<file path="src/rtl/bor_pkg.sv">
package bor_pkg;

  // Next value of the recessive run length after one sample.
  function automatic int unsigned run_next(int unsigned run, logic recessive,
                                           int unsigned group_len);
    if (!recessive) return 0;
    if (run + 1 >= group_len) return 0;
    return run + 1;
  endfunction

  // A sample closes a group when it is recessive and the run is one short.
  function automatic logic closes_group(int unsigned run, logic recessive,
                                        int unsigned group_len);
    return recessive && (run + 1 == group_len);
  endfunction

  // Transmit error count after one completed recovery group.
  function automatic int unsigned tec_after_group(int unsigned tec);
    return (tec == 0) ? 0 : tec - 1;
  endfunction

endpackage

</file>
<file path="src/rtl/bor_run_tracker.sv">
module bor_run_tracker #(
  parameter int unsigned RUN_LEN = 11,
  localparam int unsigned RUN_W = $clog2(RUN_LEN)
) (
  input  logic             clk,
  input  logic             rst_n,
  input  logic             active,
  input  logic             restart,
  input  logic             strobe,
  input  logic             level,
  output logic             group_done,
  output logic [RUN_W-1:0] run_len
);

  logic [RUN_W-1:0] run_q;

  assign run_len    = run_q;
  assign group_done = active && !restart && strobe &&
                      bor_pkg::closes_group(int'(run_q), level, RUN_LEN);

  always_ff @(posedge clk or negedge rst_n) begin
    if (!rst_n)
      run_q <= '0;
    else if (!active || restart)
      run_q <= '0;
    else if (strobe)
      run_q <= RUN_W'(bor_pkg::run_next(int'(run_q), level, RUN_LEN));
  end

  AST_DOMINANT_RESTARTS: assert property (@(posedge clk) disable iff (!rst_n)
    (active && strobe && !level) |=> (run_q == '0));

  AST_RUN_BOUNDED: assert property (@(posedge clk) disable iff (!rst_n)
    run_q < RUN_W'(RUN_LEN));

  AST_GROUP_RESTARTS: assert property (@(posedge clk) disable iff (!rst_n)
    group_done |=> (run_q == '0));

endmodule

</file>
<file path="src/rtl/bor_fault_counters.sv">
module bor_fault_counters #(
  parameter int unsigned TEC_W  = 8,
  parameter int unsigned PRESET = 127
) (
  input  logic             clk,
  input  logic             rst_n,
  input  logic             bus_off_evt,
  input  logic             group_done,
  output logic [TEC_W-1:0] tx_err_cnt,
  output logic [TEC_W-1:0] rx_err_cnt,
  output logic             bus_off,
  output logic             recovery_done
);

  logic tec_at_zero;
  assign tec_at_zero = (tx_err_cnt == '0);

  always_ff @(posedge clk or negedge rst_n) begin
    if (!rst_n) begin
      tx_err_cnt    <= '0;
      rx_err_cnt    <= '0;
      bus_off       <= 1'b0;
      recovery_done <= 1'b0;
    end else begin
      recovery_done <= 1'b0;
      if (bus_off_evt) begin
        tx_err_cnt <= TEC_W'(PRESET);
        rx_err_cnt <= '0;
        bus_off    <= 1'b1;
      end else if (group_done) begin
        if (tec_at_zero) begin
          bus_off       <= 1'b0;
          recovery_done <= 1'b1;
        end else begin
          tx_err_cnt <= TEC_W'(bor_pkg::tec_after_group(int'(tx_err_cnt)));
        end
      end
    end
  end

  AST_RX_CLEARED: assert property (@(posedge clk) disable iff (!rst_n)
    bus_off_evt |=> (rx_err_cnt == '0));

  AST_TX_PRESET: assert property (@(posedge clk) disable iff (!rst_n)
    bus_off_evt |=> (tx_err_cnt == TEC_W'(PRESET) && bus_off));

  AST_TX_STEP: assert property (@(posedge clk) disable iff (!rst_n)
    (group_done && !bus_off_evt && !tec_at_zero) |=>
      (tx_err_cnt == TEC_W'($past(tx_err_cnt) - 1'b1)));

  AST_TX_HOLD: assert property (@(posedge clk) disable iff (!rst_n)
    (!group_done && !bus_off_evt) |=> $stable(tx_err_cnt));

  AST_DONE_LEAVES: assert property (@(posedge clk) disable iff (!rst_n)
    recovery_done |-> (!bus_off && tx_err_cnt == '0));

  AST_DONE_SINGLE: assert property (@(posedge clk) disable iff (!rst_n)
    recovery_done |=> !recovery_done);

endmodule

</file>
<file path="src/rtl/bor_warn_irq.sv">
module bor_warn_irq (
  input  logic clk,
  input  logic rst_n,
  input  logic bus_off_evt,
  input  logic enable,
  input  logic clear,
  output logic irq
);

  logic set_req;
  assign set_req = bus_off_evt && enable;

  always_ff @(posedge clk or negedge rst_n) begin
    if (!rst_n)
      irq <= 1'b0;
    else if (set_req)
      irq <= 1'b1;
    else if (clear)
      irq <= 1'b0;
  end

  AST_IRQ_RAISED: assert property (@(posedge clk) disable iff (!rst_n)
    set_req |=> irq);

  AST_IRQ_STICKY: assert property (@(posedge clk) disable iff (!rst_n)
    (irq && !clear) |=> irq);

  AST_IRQ_CLEARED: assert property (@(posedge clk) disable iff (!rst_n)
    (clear && !set_req) |=> !irq);

endmodule

</file>
<file path="src/rtl/busoff_recovery_counter.sv">
module busoff_recovery_counter #(
  parameter int unsigned TEC_W   = 8,
  parameter int unsigned PRESET  = 127,
  parameter int unsigned RUN_LEN = 11
) (
  input  logic             clk,
  input  logic             rst_n,
  input  logic             bit_strobe,
  input  logic             bus_level,
  input  logic             bus_off_evt,
  input  logic             warn_irq_en,
  input  logic             irq_clear,
  output logic [TEC_W-1:0] tx_err_cnt,
  output logic [TEC_W-1:0] rx_err_cnt,
  output logic             bus_off,
  output logic             warn_irq,
  output logic             recovery_done
);

  localparam int unsigned RUN_W = $clog2(RUN_LEN);

  logic             group_done;
  logic [RUN_W-1:0] run_len;

  bor_run_tracker #(.RUN_LEN(RUN_LEN)) u_run (
    .clk        (clk),
    .rst_n      (rst_n),
    .active     (bus_off),
    .restart    (bus_off_evt),
    .strobe     (bit_strobe),
    .level      (bus_level),
    .group_done (group_done),
    .run_len    (run_len)
  );

  bor_fault_counters #(.TEC_W(TEC_W), .PRESET(PRESET)) u_cnt (
    .clk           (clk),
    .rst_n         (rst_n),
    .bus_off_evt   (bus_off_evt),
    .group_done    (group_done),
    .tx_err_cnt    (tx_err_cnt),
    .rx_err_cnt    (rx_err_cnt),
    .bus_off       (bus_off),
    .recovery_done (recovery_done)
  );

  bor_warn_irq u_irq (
    .clk         (clk),
    .rst_n       (rst_n),
    .bus_off_evt (bus_off_evt),
    .enable      (warn_irq_en),
    .clear       (irq_clear),
    .irq         (warn_irq)
  );

  AST_NO_GROUP_IDLE: assert property (@(posedge clk) disable iff (!rst_n)
    !bus_off |-> !group_done);

  AST_EVT_DROPS_RUN: assert property (@(posedge clk) disable iff (!rst_n)
    bus_off_evt |=> (run_len == '0));

endmodule

</file>
<file path="config.mk">
export PLATFORM = sky130hd
export DESIGN_NAME = busoff_recovery_counter
export DESIGN_NICKNAME = d
export VERILOG_FILES = /design/src/rtl/bor_pkg.sv /design/src/rtl/bor_run_tracker.sv /design/src/rtl/bor_fault_counters.sv /design/src/rtl/bor_warn_irq.sv /design/src/rtl/busoff_recovery_counter.sv
export SDC_FILE = /design/constraint.sdc
export NUM_CORES = 1
export LEC_CHECK = 0
export BUFFER_PORTS_ARGS = -buffer_cell sky130_fd_sc_hd__buf_4
export CORE_MARGIN = 1.5
export CORE_UTILIZATION = 40
export DETAILED_ROUTE_END_ITERATION = 10
export PLACE_DENSITY = 0.7
export SKIP_LAST_GASP = 1
export SYNTH_ARGS = -nofsm -noshare
export SYNTH_HDL_FRONTEND = slang
export SYNTH_SLANG_ARGS = --single-unit
</file>
<file path="constraint.sdc">
create_clock -name clk -period 2.9 [get_ports clk]
set_input_delay 0.435 -clock clk [delete_from_list [all_inputs] [get_ports clk]]
set_output_delay 0.435 -clock clk [all_outputs]
set_load 0.05 [all_outputs]
</file>
==> results of run 1 <==
[logic make-up after synthesis]
family | count (synthesis)
buffers and inverters | 19
AND/OR/NAND/NOR | 51
adder cells (fa/ha/maj) | 3
XOR/XNOR | 1
multiplexers | 4
AO/OA/AOI/OAI | 19
other | 1
flip-flops | 15
[registers in the layout, summed over array words and instances (netlist names)]
signal               flops
u_run.run_len            4
u_cnt.bus_off            1
u_irq.irq                1
u_cnt.tx_err_cnt         8
u_cnt.recovery_done      1
[where the power goes]
part | leakage (nW) | internal (W) | switching [W]
combinational | 0.272 | 0.0000135 | 0.0000453
clock | 0.0150 | 0.0000535 | 0.0000689
sequential | 0.165 | 0.000211 | 0.00000320
[through the flow]
step                cell area (um2)  setup WS, ns
finish                         1160         0.790
detailed placement             1120         0.806
CTS                            1160         0.782
floorplan                      1030         0.689
global route                   1160         0.626
global placement               1120         0.884
[per-layer routing]
metal / track usage (%) / share of wire (%)
met4: 3.85 / 0.89
met3: 3.39 / 4.1
met5: 0 / 0
met2: 28.2 / 48
met1: 21.4 / 47
[Yosys cell counts, types with 2 or more instances]
| cell type | number | area [um2] |
|---|---|---|
| a211o_1 | 2 | 17.5 |
| buf_4 | 8 | 60.1 |
| clkbuf_1 | 5 | 18.8 |
| dfrtp_1 | 15 | 375 |
| ha_1 | 3 | 37.5 |
| inv_1 | 6 | 22.5 |
| mux2i_1 | 3 | 30.0 |
| nand2_1 | 7 | 26.3 |
| nand2b_1 | 2 | 12.5 |
| nand3_1 | 7 | 35.0 |
| nand4_1 | 2 | 12.5 |
| nor2_1 | 8 | 30.0 |
| nor2b_1 | 7 | 43.8 |
| nor3_1 | 5 | 25.0 |
| nor4_1 | 2 | 12.5 |
| o211ai_1 | 2 | 15.0 |
| o21ai_0 | 7 | 35.0 |
| or3_1 | 3 | 18.8 |
[worst max-delay path, stage by stage, from the launching register on]
cell and delay [ns]:
dfrtp_1 0.44, inv_1 0.10, ha_1 0.19, or4b_2 0.65, o211ai_4 0.27, nor3_2 0.07, mux2_2 0.28
[cells in the final DEF (no fill, tap or decap), types with 2 or more instances in the layout]
master / n
a211o_1: 2
buf_4: 17
clkbuf_4: 3
conb_1: 8
dfrtp_1: 15
ha_1: 3
inv_1: 6
mux2i_1: 3
nand2_1: 7
nand2b_1: 2
nand3_1: 7
nand4_1: 2
nor2_1: 8
nor2b_1: 7
nor3_1: 5
nor4_1: 2
o211ai_1: 2
o21ai_0: 7
or3_1: 3
[final cells by class]
type                       instances  area share [%]
multi-input combinational         86            48.2
inverter                           6            1.95
sequential                        15            32.4
timing repair buffer              18            11.9
tap                               30            3.24
clock buffer                       4            2.27
[worst min path at each step]
stage / endpoint / slack [ns] / cells past startpoint
finish: u_irq.irq$_DFFE_PN0P_ / 0.33 / 2
global route: u_irq.irq$_DFFE_PN0P_ / 0.35 / 2
CTS: u_irq.irq$_DFFE_PN0P_ / 0.34 / 2
detailed placement: u_run.run_len[1]$_DFFE_PN0P_ / 0.31 / 1
global placement: u_run.run_len[1]$_DFFE_PN0P_ / 0.30 / 1
floorplan: u_cnt.bus_off$_DFFE_PN0P_ / 0.14 / 0
==> impl_metrics.csv, run 1 <==
group,metric,value,unit
die,die_h,53.2,um
die,ios,26,
die,die_area,2830,um2
logic_synthesis,synth_cells,113,
pwr,total_power,0.000396,W
sta,maxSlewHeadroom,53.0,%
worst_setup_path,rr_startpoint,"u_cnt.tx_err_cnt[0]$_DFFE_PN0P_",
final_layout,drive_gt1_share,19.4,%
placed_design,dp_hpwl,1.52,mm
drt,finalWirelength,2.13,mm
placed_design,gp_congestion,0.778,
cts,clock_latency,0.29,ns
run,cap_violations,0,
worst_setup_path,cp-start-kind,"register",
die,start_util,41.5,%
min_path,hold_class,"in -> reg",
global_route,grt_pass1_wl,3.44,mm
drt,wl_per_cell,13.4,um
final_layout,seqCellArea,375,um2
worst_setup_path,critPathArrivalTime,2.29,ns
sta,rsz0062_at_grt,"false",
global_route,grt_pass1_vias,771,
sta,slew_viol_final,0,
die,num_rows,18,
global_route,antenna_found_initial,0,
logic_synthesis,synth_fa_ha_area_share,3.72,%
cts,post-cts-setup-buffer-count,0,
final_layout,fin_cells,159,
cts,hold_buffers,1,
pwr,leakage,0.452,nW
sta,clock_skew,0.000510,ns
worst_setup_path,crit_start,"u_cnt.tx_err_cnt[0]$_DFFE_PN0P_",
drt,drtPass1Iterations,4,
logic_synthesis,ys_ff_latch,15,
final_layout,diodes,0,
sta,worst_pin_slew,0.696,ns
worst_setup_path,path_max_fanout,7,
sta,finalSetupTns,0,ns
logic_synthesis,syn_area_per_cell,8.92,um2
placed_design,placed_cells,154,
die,core,2430,um2
worst_setup_path,r2r-end,"u_cnt.tx_err_cnt[7]$_DFFE_PN0P_",
logic_synthesis,synth_xor_area_share,0.868,%
logic_synthesis,synth.area.mux_share,4.09,%
min_path,worstHoldStart,"irq_clear",
cts,cts_tree,"yes",
final_layout,final_core_util,47.6,%
cts,cts_buffer_depth,2,
sta,setup_violations,0,
global_route,grt_max_degree,17,
logic_synthesis,yosys.cell_types.count,37,
outcome,status,"finished clean",
cts,numClockSinks,15,
global_route,grt_use_total,16.6,%
final_layout,area_growth,14.8,%
worst_setup_path,critPathRequiredTime,3.08,ns
drt,drtIter0Drc,15,
cts,cts_htree_levels,1,
worst_setup_path,cp-end-kind,"register",
cts,clkTransAtPathRegs,0.09,ns
worst_setup_path,r2r_slack,0.79,ns
drt,vias_per_cell,5.45,
sta,fin_crit,2.11,ns
die,die_w,53.2,um
logic_synthesis,synth_seq_area_share,37.2,%
sta,whs,0.331,ns
drt,vias,867,
drt,ant_nets,0,
logic_synthesis,synth-compound-area-share,14.8,%
worst_setup_path,worst-setup-path-type,"reg -> reg",
sta,period_share,72.7,%
logic_synthesis,synth_top_family_by_area,"simple AND/OR/NAND/NOR gates",
logic_synthesis,async_flop_share,100,%
cts,ctsRootBufferMaster,"clkbuf_4",
final_layout,fin_nets,140,
sta,hold_viol_final,0,
pwr,peakVddDrop,0.000197,V
logic_synthesis,yosysWarningCount,0,
placed_design,port-buffer-count,17,
logic_synthesis,synth-simple-area-share,28.9,%
cts,cts_made_buffers,3,
logic_synthesis,synthesis.area,1010,um2
final_layout,multi_input_area,558,um2
cts,ctsResizeCount,0,
global_route,grt-ovfl-total,0,
pwr,power_density,342,nW/um2
logic_synthesis,synth-main-ff-cell,"dfrtp_1",
worst_setup_path,worst_r2r_path_depth,6,
worst_setup_path,cp-endpoint,"u_cnt.tx_err_cnt[7]$_DFFE_PN0P_",
sta,fmax,0.474,GHz
drt,remaining_drc_errors,0,
logic_synthesis,synth_edf_count,0,
final_layout,fillers,254,
Power figures use the tool's default switching activity.
==> inputs of run 2 (changes only) <==
- PLACE_DENSITY: 0.7 -> 0.73
- clock period: 2.9 -> 1.9 ns (I/O delays scaled with it)
==> run 2 against run 1 <==
Compared with the run above:
- the run now ends with setup timing left
- utilization up 6.0 points
- power up 54%
- routed wire length up 1.7%
- final cell count up 8.2%
- count of clock-buffer cells in the layout unchanged
- first-iteration DRC count up 27%
- largest cell class unchanged
==> impl_metrics.csv, run 2 (synthesized netlist as in run 1, its figures left out) <==
group,metric,value,unit
global_route,antenna_found_initial,0,
drt,wl_per_cell,12.6,um
pwr,leakage,0.524,nW
placed_design,dpl_worst_slack,-0.0149,ns
min_path,hold_class,"in -> reg",
global_route,grt_pass1_wl,3.47,mm
run,cap_violations,0,
cts,numClockSinks,15,
worst_setup_path,crit_path_cell_trace,"or4_4 -> or4_4 -> nor3_4 -> mux2_4",
worst_setup_path,path_max_fanout,2,
cts,clock_latency,0.29,ns
worst_setup_path,path_common_cell,"or4_4",
drt,vias,922,
drt,finalWirelength,2.17,mm
global_route,grt_use_total,17.1,%
pwr,power_density,469,nW/um2
die,start_util,41.5,%
cts,cts_buffer_depth,2,
placed_design,dp_hpwl,1.64,mm
outcome,violations,"setup timing",
cts,cts_htree_levels,1,
final_layout,drive_gt1_share,33.8,%
final_layout,multi_input_area,596,um2
drt,vias_per_cell,5.36,
final_layout,area_growth,29.2,%
final_layout,design_area,1300,um2
die,core,2430,um2
worst_setup_path,cp-end-kind,"register",
worst_setup_path,cp_slowest_stage_delay,0.53,ns
sta,hold_viol_final,0,
sta,clock_skew,0.000850,ns
global_route,grt-ovfl-total,0,
drt,drtIter0Drc,19,
worst_setup_path,slowest_stage,"or4_4",
placed_design,port-buffer-count,17,
sta,maxSlewHeadroom,65.7,%
drt,remaining_drc_errors,0,
pwr,peakVddDrop,0.000372,V
die,ios,26,
final_layout,fin_nets,153,
placed_design,gp_congestion,0.768,
sta,period_share,101,%
placed_design,placed_cells,167,
die,die_area,2830,um2
final_layout,fillers,238,
worst_setup_path,worst-setup-path-type,"reg -> reg",
sta,layout_setup_ws,-0.0230,ns
global_route,grt_max_degree,17,
cts,clkTransAtPathRegs,0.09,ns
worst_setup_path,critPathArrivalTime,2.11,ns
worst_setup_path,critPathRequiredTime,2.08,ns
worst_setup_path,cp-start-kind,"register",
drt,wl_met1,1.00,mm
drt,route.met2.wl,1.07,mm
final_layout,fin_cells,172,
final_layout,seqCellArea,382,um2
cts,ctsRootBufferMaster,"clkbuf_4",
drt,ant_nets,0,
final_layout,largest_reg_flops,8,
final_layout,diodes,0,
sta,slew_viol_final,0,
global_route,grt_pass1_vias,815,
drt,dr_wl_met3,57,um
drt,dr.max_layer_used,"met4",
sta,rsz0062_at_grt,"true",
final_layout,final_cell_mix,"buf_4, dfrtp_1, nor2_1, conb_1",
sta,worst_pin_slew,0.513,ns
die,die_h,53.2,um
sta,fin_crit,1.92,ns
cts,cts_made_buffers,3,
sta,fmax,0.520,GHz
drt,drtPass1Iterations,4,
die,num_rows,18,
outcome,status,"finished with violations",
sta,setup_violations,1,
cts,cts_tree,"yes",
cts,post-cts-setup-buffer-count,0,
final_layout,final_common_cell,"buf_4",
die,die_w,53.2,um
placed_design,placed_area,1230,um2
final_layout,top_register,"u_cnt.tx_err_cnt",
-- run 2: cell types whose count changed in the layout (fill, tap and decap cells not counted), moves of 2 or more --
cell	delta
inv_1	-2
inv_2	+2
dfrtp_1	-5
buf_4	+12
dfrtp_2	+5
-- run 2: final timing paths --
| check | from | to | slack [ns] | cells after the start |
|---|---|---|---|---|
| setup / recovery | u_cnt.tx_err_cnt[3]$_DFFE_PN0P_ | u_cnt.tx_err_cnt[7]$_DFFE_PN0P_ | -0.02 | 4 |
| hold reg to reg | u_irq.irq$_DFFE_PN0P_ | u_irq.irq$_DFFE_PN0P_ | 0.54 | 2 |
| max in group asynchronous | rst_n | u_cnt.tx_err_cnt[4]$_DFFE_PN0P_ | 1.34 | 2 |
| min in group asynchronous | rst_n | u_run.run_len[0]$_DFFE_PN0P_ | 0.37 | 2 |
| setup reg to reg | u_cnt.tx_err_cnt[3]$_DFFE_PN0P_ | u_cnt.tx_err_cnt[7]$_DFFE_PN0P_ | -0.02 | 4 |
| hold / removal | irq_clear | u_irq.irq$_DFFE_PN0P_ | 0.17 | 2 |
-- run 2: timing repair --
| action | CTS | global route |
|---|---|---|
| hold buffers | 1 | 0 |
| resized for setup | 0 | 9 |
| hold endpoints to repair | 15 | 0 |
| setup endpoints to repair | 1 | 7 |
| pin swaps | 0 | 2 |
-- run 2: critical path: cells and delay by family, from the launching register on --
kind,cells,cell delay (ns)
and+or+nand+nor,3,1.10
DFF,1,0.41
muxes,1,0.31
-- run 2: metal layers --
| layer | GRT usage (%) | up-vias |
|---|---|---|
| li1 | - | 455 |
| met1 | 21.4 | 450 |
| met2 | 28.8 | 14 |
| met3 | 3.39 | 3 |
| met4 | 6.41 | 0 |
| met5 | 0 | - |
-- run 2: layout make-up --
cell class,instances,area share (%)
timing repair buffer,31,18.3
sequential,15,29.3
inverter,6,1.73
tap,30,2.88
multi-input combinational,86,45.7
clock buffer,4,2.02
-- run 2: report_power, final --
group	total, W	switching [W]	internal, W
combinational	0.0000978	0.0000714	0.0000264
sequential	0.000326	0.00000343	0.000322
clock	0.000187	0.000106	0.0000818
total	0.000611	0.000181	0.000431
-- run 2: through the flow --
step | setup TNS (ns) | hold WS (ns) | util (%) | power, W
global route | -0.159 | 0.186 | 53.5 | 0.000643
floorplan | -0.202 | -0.0106 | - | 0.000409
CTS | -0.0284 | 0.160 | 52.0 | 0.000621
detailed placement | -0.0149 | 0.154 | 50.5 | 0.000427
finish | -0.0230 | 0.169 | 53.5 | 0.000611
global placement | -0.0118 | 0.152 | 50.5 | 0.000425
